==> src/rtl/doze_throttle.sv <==
module doze_throttle #(
  parameter int RATIO_W = 3
) (
  input  logic               clk,
  input  logic               rst_n,
  input  logic               doze_en_i,
  input  logic [RATIO_W-1:0] ratio_i,
  input  logic               roi_i,
  input  logic               irq_i,
  input  logic               gie_i,
  input  logic               mc_busy_i,
  output logic [3:0]         q_en_o,
  output logic               cpu_en_o,
  output logic               fetch_en_o,
  output logic               vec_req_o,
  output logic               doze_clr_o
);
  localparam int CNT_W = 1 << RATIO_W;
  localparam logic [RATIO_W-1:0] TOP = RATIO_W'(CNT_W - 1);

  logic [1:0]         phase;
  logic [CNT_W-1:0]   cnt;
  logic [CNT_W-1:0]   lim;
  logic [RATIO_W-1:0] ratio_q;
  logic               exit_q;
  logic               cyc_end, throttle, active, wake;

  assign cyc_end  = (phase == 2'd3);
  assign throttle = doze_en_i & ~exit_q;
  assign active   = ~throttle | (cnt == '0);
  assign wake     = cyc_end & throttle & roi_i & irq_i & ~mc_busy_i;
  assign lim      = {CNT_W{1'b1}} >> (TOP - ratio_q);

  assign q_en_o     = 4'b0001 << phase;
  assign cpu_en_o   = active;
  assign fetch_en_o = active;
  assign doze_clr_o = wake;
  assign vec_req_o  = cyc_end & irq_i & gie_i & ~mc_busy_i & (active | wake);

  always_ff @(posedge clk or negedge rst_n) begin
    if (!rst_n) begin
      phase   <= '0;
      cnt     <= '0;
      ratio_q <= '0;
      exit_q  <= 1'b0;
    end else begin
      phase <= phase + 2'd1;
      if (cyc_end) begin
        if (!throttle || cnt == lim) begin
          cnt     <= '0;
          ratio_q <= ratio_i;
        end else begin
          cnt <= cnt + 1'b1;
        end
      end
      if (wake)
        exit_q <= 1'b1;
      else if (!doze_en_i)
        exit_q <= 1'b0;
    end
  end
endmodule


==> config.mk <==
export PLATFORM = sky130hd
export DESIGN_NAME = doze_throttle
export DESIGN_NICKNAME = d
export VERILOG_FILES = /design/src/rtl/doze_throttle.sv
export SDC_FILE = /design/constraint.sdc
export NUM_CORES = 1
export LEC_CHECK = 0
export CAP_MARGIN = 20
export CORE_MARGIN = 2
export CORE_UTILIZATION = 54
export DETAILED_ROUTE_END_ITERATION = 10
export PLACE_DENSITY_LB_ADDON = 0.08
export RECOVER_POWER = 50
export SYNTH_ARGS = -nofsm -noshare
export SYNTH_HDL_FRONTEND = slang
export SYNTH_SLANG_ARGS = --single-unit
==> constraint.sdc <==
create_clock -name clk -period 3.2 [get_ports clk]
set_input_delay 0.32 -clock clk [delete_from_list [all_inputs] [get_ports clk]]
set_output_delay 0.32 -clock clk [all_outputs]
set_load 0.005 [all_outputs]
# Yosys cells after proc, flatten, opt, wreduce, memory -nomap -nowiden
# Index checks and enable logic that the tools add are counted.
[totals]
register_bits = 14
in_bits = 10
out_inout_bits = 8
elab_cells = 33
[op_classes]
addsub = 3
eq_ne = 3
shift = 2
mux = 3
bitwise = 14
reduce_logical = 4
[ops]
columns = ["cell", "n"]
rows = [
  ["$and A1 B1 Y1", 9],
  ["$add A8 B1 Y8 const B", 1],
  ["$eq A8 B8 Y1", 1],
  ["$logic_not A8 Y1", 1],
  ["$mux W8", 1],
  ["$shr A8 B3 Y8 const A", 1],
  ["$shl A1 B2 Y4 const A", 1],
  ["$not A1 Y1", 3],
  ["$sub A3 B3 Y3 const A", 1],
  ["$add A2 B1 Y2 const B", 1],
  ["$eq A2 B2 Y1 const B", 1],
  ["$mux W1", 2],
  ["$ne A2 B1 Y1 const B", 1],
  ["$or A1 B1 Y1", 2],
  ["$reduce_and A2 Y1", 1],
  ["$logic_not A1 Y1", 1],
  ["$logic_or A1 B1 Y1", 1],
]

# Longest topological paths before layout
# Gate-level depths: netlist (run 1).
[logic_depth]
depth_word = 8
ltp_mapped = 8
mapped_depth_nobuf = 6

# Worst setup path after synthesis (run 1)
# OpenSTA, ideal clock, no wires.
[synth_timing]
kind = "reg-to-reg"
start = "register ratio_q[2]"
end = "register ratio_q[0]"
setup_ps = 125
arrival_time_ps = 1660
t_required_ps = 3075
path_slack_ps = 1415
stages_incl_launch_ff = 8
path_buffers = 2
synth_period_minus_slack_ps = 1785
cell_sequence = "dfrtp_1 > buf_6 > o41ai_1 > nor3_2 > a41oi_4 > nor2b_2 > buf_6 > mux2_4"
[synth_via]
elab_chain_cells = 5
[synth_lines]
columns = ["element", "line_no", "source"]
rows = [
  ["from (decl)", "24", "logic [RATIO_W-1:0] ratio_q;"],
  ["from (signal assigned)", "51", "ratio_q <= ratio_i;"],
  ["$sub A3 B3 Y3", "32", "assign lim = {CNT_W{1'b1}} >> (TOP - ratio_q);"],
  ["$shr A8 B3 Y8", "32", ""],
  ["$eq A8 B8 Y1", "49", "if (!throttle || cnt == lim) begin"],
  ["$logic_or A1 B1 Y1", "49", ""],
  ["$reduce_and A2 Y1 (no source line)", "-", ""],
]
# No other way between the ends.
# A chain may end at the register's enable or synchronous reset.

# Worst setup path in the final report (run 1)
[layout_timing]
start = "register phase[0]"
end = "output doze_clr_o"
[layout_via]
elab_chain_cells = 5
[layout_lines]
columns = ["element", "line_no", "source"]
rows = [
  ["from (decl)", "21", "logic [1:0] phase;"],
  ["from (signal assigned)", "47", "phase <= phase + 2'd1;"],
  ["$eq A2 B2 Y1", "28", "assign cyc_end = (phase == 2'd3);"],
  ["$and A1 B1 Y1 (4 in a row)", "31", "assign wake = cyc_end & throttle & roi_i & irq_i & ~mc_busy_i;"],
  ["to (decl)", "16", "output logic doze_clr_o"],
]
# No other way between the ends.

==> results of run 1 <==
power by group through the flow:
stage / Clock, W / Combinational, W / Sequential [W]
CTS: 0.000101 / 0.0000967 / 0.000213
detailed placement: 0 / 0.0000961 / 0.000217
global placement: 0 / 0.0000922 / 0.000216
finish: 0.0000968 / 0.0000951 / 0.000214
global route: 0.000110 / 0.000107 / 0.000217
floorplan: 0 / 0.0000812 / 0.000204
logic make-up after synthesis:
family,count (synthesis)
compound gates,25
simple gates,36
mux,3
buf+inv,17
xor+xnor,3
flops,14
fa+ha+maj,6
per-stage QoR:
stage / power (W) / cell area (µm²) / utilization, %
2_1_floorplan: 0.000285 / 957 / -
4_1_cts: 0.000411 / 1100 / 65.4
3_5_place_dp: 0.000313 / 1080 / 64.1
3_3_place_gp: 0.000308 / 1080 / 64.1
5_1_grt: 0.000434 / 1100 / 65.4
6_report: 0.000406 / 1100 / 65.4
flip-flops by register name, summed over array words and instances (netlist names):
register / cells
ratio_q: 3
phase: 2
cnt: 8
exit_q: 1
cells in the mapped netlist (all sizes together) (3+ instances only):
cell type  instances
buf                6
inv                9
nor2              13
ha                 6
nand2              3
nand3             11
o21ai              7
a21oi              4
nand2b             3
nor3               3
dfrtp             14
mux2               3
worst max-delay path, cell delays in order, from the launching register on:
cell             delay (ns)
dfrtp_1                0.38
ha_1                   0.44
nand2_1                0.10
nor2_1                 0.16
nand2_1                0.07
nor2_1                 0.08
clkdlybuf4s50_1        0.51
how the worst max path moves through the flow:
stage                           startpoint                     end  depth (start not counted)
floorplan           ratio_q[2]$_DFFE_PN0P_  ratio_q[0]$_DFFE_PN0P_                          7
detailed placement               doze_en_i               vec_req_o                          5
finish                  phase[0]$_DFF_PN0_              doze_clr_o                          6
global route            phase[0]$_DFF_PN0_              doze_clr_o                          6
global placement                 doze_en_i               vec_req_o                          5
CTS                     phase[0]$_DFF_PN0_               vec_req_o                          5
per-layer routing:
metal,part of all wire [%],vias up,track usage (%),wire (µm)
met3,5.1,4,7.84,93
met2,48,13,36.1,866
li1,-,382,-,-
met5,0,-,0,0
met1,45,351,23.2,825
met4,1.7,0,8.57,30
final cells by class:
class | count | area (µm²)
Clock buffer | 3 | 22.5
Timing Repair Buffer | 17 | 170
Fill cell | 138 | 584
Tap cell | 17 | 21.3
Inverter | 9 | 33.8
Multi-Input combinational cell | 73 | 507
Sequential cell | 14 | 350
==> results.txt, run 1 <==
Simple-Gate Fraction of Synth Area = 18.3%
RSZ-0062 raised after global routing = false
Top cell type's share of synthesized area = 36.6%
Minimum setup slack after placement = 1.06 ns
Avg Inst Size Synth = 9.20 µm²
Worst skew pair latency = 0.28 ns
Placed wire-length estimate = 1.34 mm
Max Cap Viol = 0
Distinct cell type count after synthesis = 35
Yosys warns = 0
Root Buffer = clkbuf_4
Ys flop type = dfrtp_1
# diodes = 0
Area Overhead vs Synth = 15.4%
Final WL = 1.82 mm
Worst Hold Slack = 0.497 ns
Startpoint Class = flop
Pwr/cell area = 367 nW/µm²
Setup WS post-layout = 0.851 ns
Worst min-delay path category = in -> async
Sequential share of power = 52.7%
CP Capture Type = output pin
Mapped cell area = 957 µm²
Clock power frac = 23.9%
Synth area leaders = dfrtp_1, ha_1, nand3_1
Crit path required time = 2.88 ns
Max IR drop VDD = 0.255 mV
Hold Fails Final Rpt = 0
CP Class = reg -> out
First-pass GRT wire length = 3.06 mm
Clk_skew = 0.00184 ns
Placed insts = 130
Switching power total = 0.000122 W
CTS tree = done
Clock buffer depth = 2
Mux contribution to synthesized area = 4.71%
Die W = 46.1 µm
Initial Utilization = 56.7%
Drt initial violations = 16
Flops & latches, synth = 14
Final setup viols = 0
Core footprint = 1690 µm²
Combinational power share = 23.4%
DRC = 0
Final RePlAce weighted congestion = 0.791
Post-Synth XOR/XNOR Area = 2.75%
Int Pwr = 0.000284 W
Worst EP arrival = 2.03 ns
Register-to-Register Setup Slack = 1.17 ns
R2R Path End = ratio_q[2]$_DFFE_PN0P_
Clock Sink Count = 14
Compound-cell area share of the yosys netlist = 19.3%
TNS Setup = 0 ns
Total die area = 2130 µm²
Post-route ant nets = 0
Layout cells sized above 1 = 7.76%
Via density = 5.64
Global route overflow = 0
Cell count after synthesis = 104
Largest net degree at the start of global routing = 16
Drt wl/cell = 13.6 µm
Most frequent cells in the layout = clkdlybuf4s50_1, dfrtp_1, nor2_1, nand3_1, inv_1
Largest fanout on the critical path = 15
Total number of H-tree levels = 1
Most common cell after layout, fill and taps aside = clkdlybuf4s50_1
Area leader, netlist = dfrtp_1
FF-to-FF Start = ratio_q[2]$_DFFE_PN0P_
Final Critical Period = 2.35 ns
Nets = 134
Slew Limit Fails = 0
Rows = 15
Max-slew headroom = 57.5%
Post-Synth Adder-Cell Area = 7.84%
Fin cells = 133
Actual slew at the worst max-slew pin = 0.635 ns
Worst-path clk slew = 0.07 ns
Switching Share = 30.1%
Vias in the first global route = 709
Tcrit/Tclk final = 73.4%
Drt first pass iters = 3
Sequential share of the synthesized area = 36.6%
Post-CTS Hold Buffers = 0
Via count = 750
Asr flop ratio synth = 100%
Largest family of logic cells by synthesized area = compound AO/OA/AOI/OAI gates
All-Layer GR Usage = 21.1%
Post-synth EDFFs = 0
LEAKAGE = 0.472 nW
Boundary Pins = 18
Port Buffer Count = 17
Height of the chip = 46.1 µm
CTS resizes = 0
Postcts setup bufs = 0
Max Freq = 426 MHz
Outcome = finished, final reports clean
Initial antenna violation count = 0
Syn Nets = 120
Worst reg2reg path depth = 6
CTS buffer count = 3
No activity file was read; power rests on OpenSTA's default activity.
==> run 2, diff against run 1 <==
CORE_UTILIZATION = 46   (was 54)
clock period = 1.9 ns   (was 3.2 ns; I/O delays follow)
==> results.txt, run 2 (same netlist as run 1, synthesis figures left out) <==
Outcome = finished, final reports clean
Startpoint Class = flop
Drt first pass iters = 4
Global route overflow = 0
Int Pwr = 0.000547 W
CP Class = reg -> reg
Via count = 819
Tcrit/Tclk final = 95.3%
Area Overhead vs Synth = 33.3%
DRC = 0
Pwr/cell area = 608 nW/µm²
Clock Sink Count = 14
Root Buffer = clkbuf_4
Largest registers = cnt (8), ratio_q (3), phase (2)
Top reg by flops = cnt
# diodes = 0
Worst-path clk slew = 0.09 ns
Max-slew headroom = 56.8%
Port Buffer Count = 17
Die W = 49.6 µm
Hold Fails Final Rpt = 0
Sequential share of power = 45.3%
Max Freq = 552 MHz
CP Capture Type = flop
Most frequent cells in the layout = buf_4, clkdlybuf4s50_1, nor2_1, nand3_1, dfrtp_1
Drt wl/cell = 12.6 µm
Core footprint = 1960 µm²
Worst EP arrival = 1.99 ns
CTS tree = done
All-Layer GR Usage = 18.7%
Initial antenna violation count = 0
Post-DP Area = 1130 µm²
Final design area excluding fillers = 1280 µm²
FF-to-FF Start = cnt[5]$_DFFE_PN0N_
CP Launch Point = cnt[5]$_DFFE_PN0N_
Vias in the first global route = 819
Placed insts = 145
Slew Limit Fails = 0
Crit path required time = 2.08 ns
Placed wire-length estimate = 1.44 mm
Combinational power share = 26.2%
Max incr delay on CP = 0.42 ns
Post-CTS Hold Buffers = 0
Max IR drop VDD = 0.413 mV
Largest fanout on the critical path = 6
Clk_skew = 0.00267 ns
Final RePlAce weighted congestion = 0.771
Fin cells = 160
Worst reg2reg path depth = 7
Critical path's slowest cell = dfrtp_2
Final WL = 2.01 mm
Switching power total = 0.000229 W
Rows = 16
Worst skew pair latency = 0.29 ns
Largest register FFs = 8
Worst min-delay path category = in -> async
LEAKAGE = 0.585 nW
Total die area = 2460 µm²
Total number of H-tree levels = 1
Actual slew at the worst max-slew pin = 0.646 ns
Max Cap Viol = 0
Final setup viols = 0
Clock buffer depth = 2
Layout cells sized above 1 = 27.8%
Clock power frac = 28.5%
Boundary Pins = 18
Post-route ant nets = 0
Largest net degree at the start of global routing = 15
CTS buffer count = 3
Initial Utilization = 48.8%
Final Critical Period = 1.81 ns
Height of the chip = 49.6 µm
Via density = 5.12
Most common cell after layout, fill and taps aside = buf_4
Nets = 150
First-pass GRT wire length = 3.51 mm
Crit path cell chain = buf_4 > nor3_1 > a31oi_1 > o21ai_1 > a41oi_4 > nor2b_4 > mux2_4
Drt initial violations = 10
Switching Share = 29.5%
[run 2: changes by cell type in the layout (fill, tap and decap cells not counted), moves of 2 or more]
cell	before	now
dfrtp_1	14	8
inv_1	9	7
dfrtp_2	0	6
clkdlybuf4s50_1	15	12
dlygate4sd2_1	0	2
nor2_1	13	11
nor2_2	0	2
buf_4	0	15
dlymetal6s2s_1	0	2
inv_2	0	2
[run 2: what timing repair did]
item,4_1_cts,5_1_grt
pin swaps,1,1
setup endpoints to repair,7,9
gates resized for setup,10,6
setup buffers,7,4
endpoints found under the hold margin,0,0
[run 2: stage by stage]
step / worst slack (ns) / total power (W) / hold WS (ns) / utilization [%] / TNS (ns)
after floorplan: 0.115 / 0.000480 / -0.106 / - / 0
after global placement: 0.0633 / 0.000528 / 0.494 / 57.7 / 0
after detailed placement: 0.00502 / 0.000532 / 0.497 / 57.7 / 0
after CTS: -0.000546 / 0.000782 / 0.317 / 63.0 / -0.000546
after global routing: -0.00553 / 0.000829 / 0.421 / 65.1 / -0.00932
final: 0.0898 / 0.000776 / 0.363 / 65.1 / 0
[run 2: metal layers]
metal  wire (µm)  vias up  track usage [%]  share of wire [%]
met5           0        -                0                  0
met4          30        0             11.1                1.5
met3          89        5             3.33                4.4
met2         967       17             29.8                 48
met1         921      382             23.5                 46
li1            -      415                -                  -
[run 2: power groups by stage]
stage          logic (W)  registers (W)  clock network [W]
3_5_place_dp    0.000169       0.000363                  0
3_3_place_gp    0.000165       0.000363                  0
2_1_floorplan   0.000137       0.000344                  0
6_report        0.000203       0.000352           0.000221
4_1_cts         0.000203       0.000350           0.000229
5_1_grt         0.000227       0.000357           0.000246
[run 2: worst paths after layout]
path                       slack [ns]                     end
min                              0.36      cnt[5]$_DFFE_PN0N_
min in group clk                 0.48      exit_q$_DFFE_PN0P_
max                              0.09  ratio_q[2]$_DFFE_PN0P_
max reg2reg                      0.09  ratio_q[2]$_DFFE_PN0P_
min reg2reg                      0.52      exit_q$_DFFE_PN0P_
max in group asynchronous        1.09      cnt[6]$_DFFE_PN0N_
[run 2: worst max-delay path: cells and delay by family (launching register included)]
family                 cells  cell delay [ns]
muxes                      1             0.32
buffers and inverters      1             0.16
DFF                        1             0.42
AOI/OAI and AO/OA          3             0.43
and+or+nand+nor            2             0.38
[run 2: area by class of cell]
cell class / count / area [µm²]
Clock buffer: 4 / 36.3
Fill cell: 195 / 686
Inverter: 9 / 33.8
Multi-Input combinational cell: 73 / 522
Sequential cell: 14 / 358
Tap cell: 27 / 33.8
Timing Repair Buffer: 33 / 293
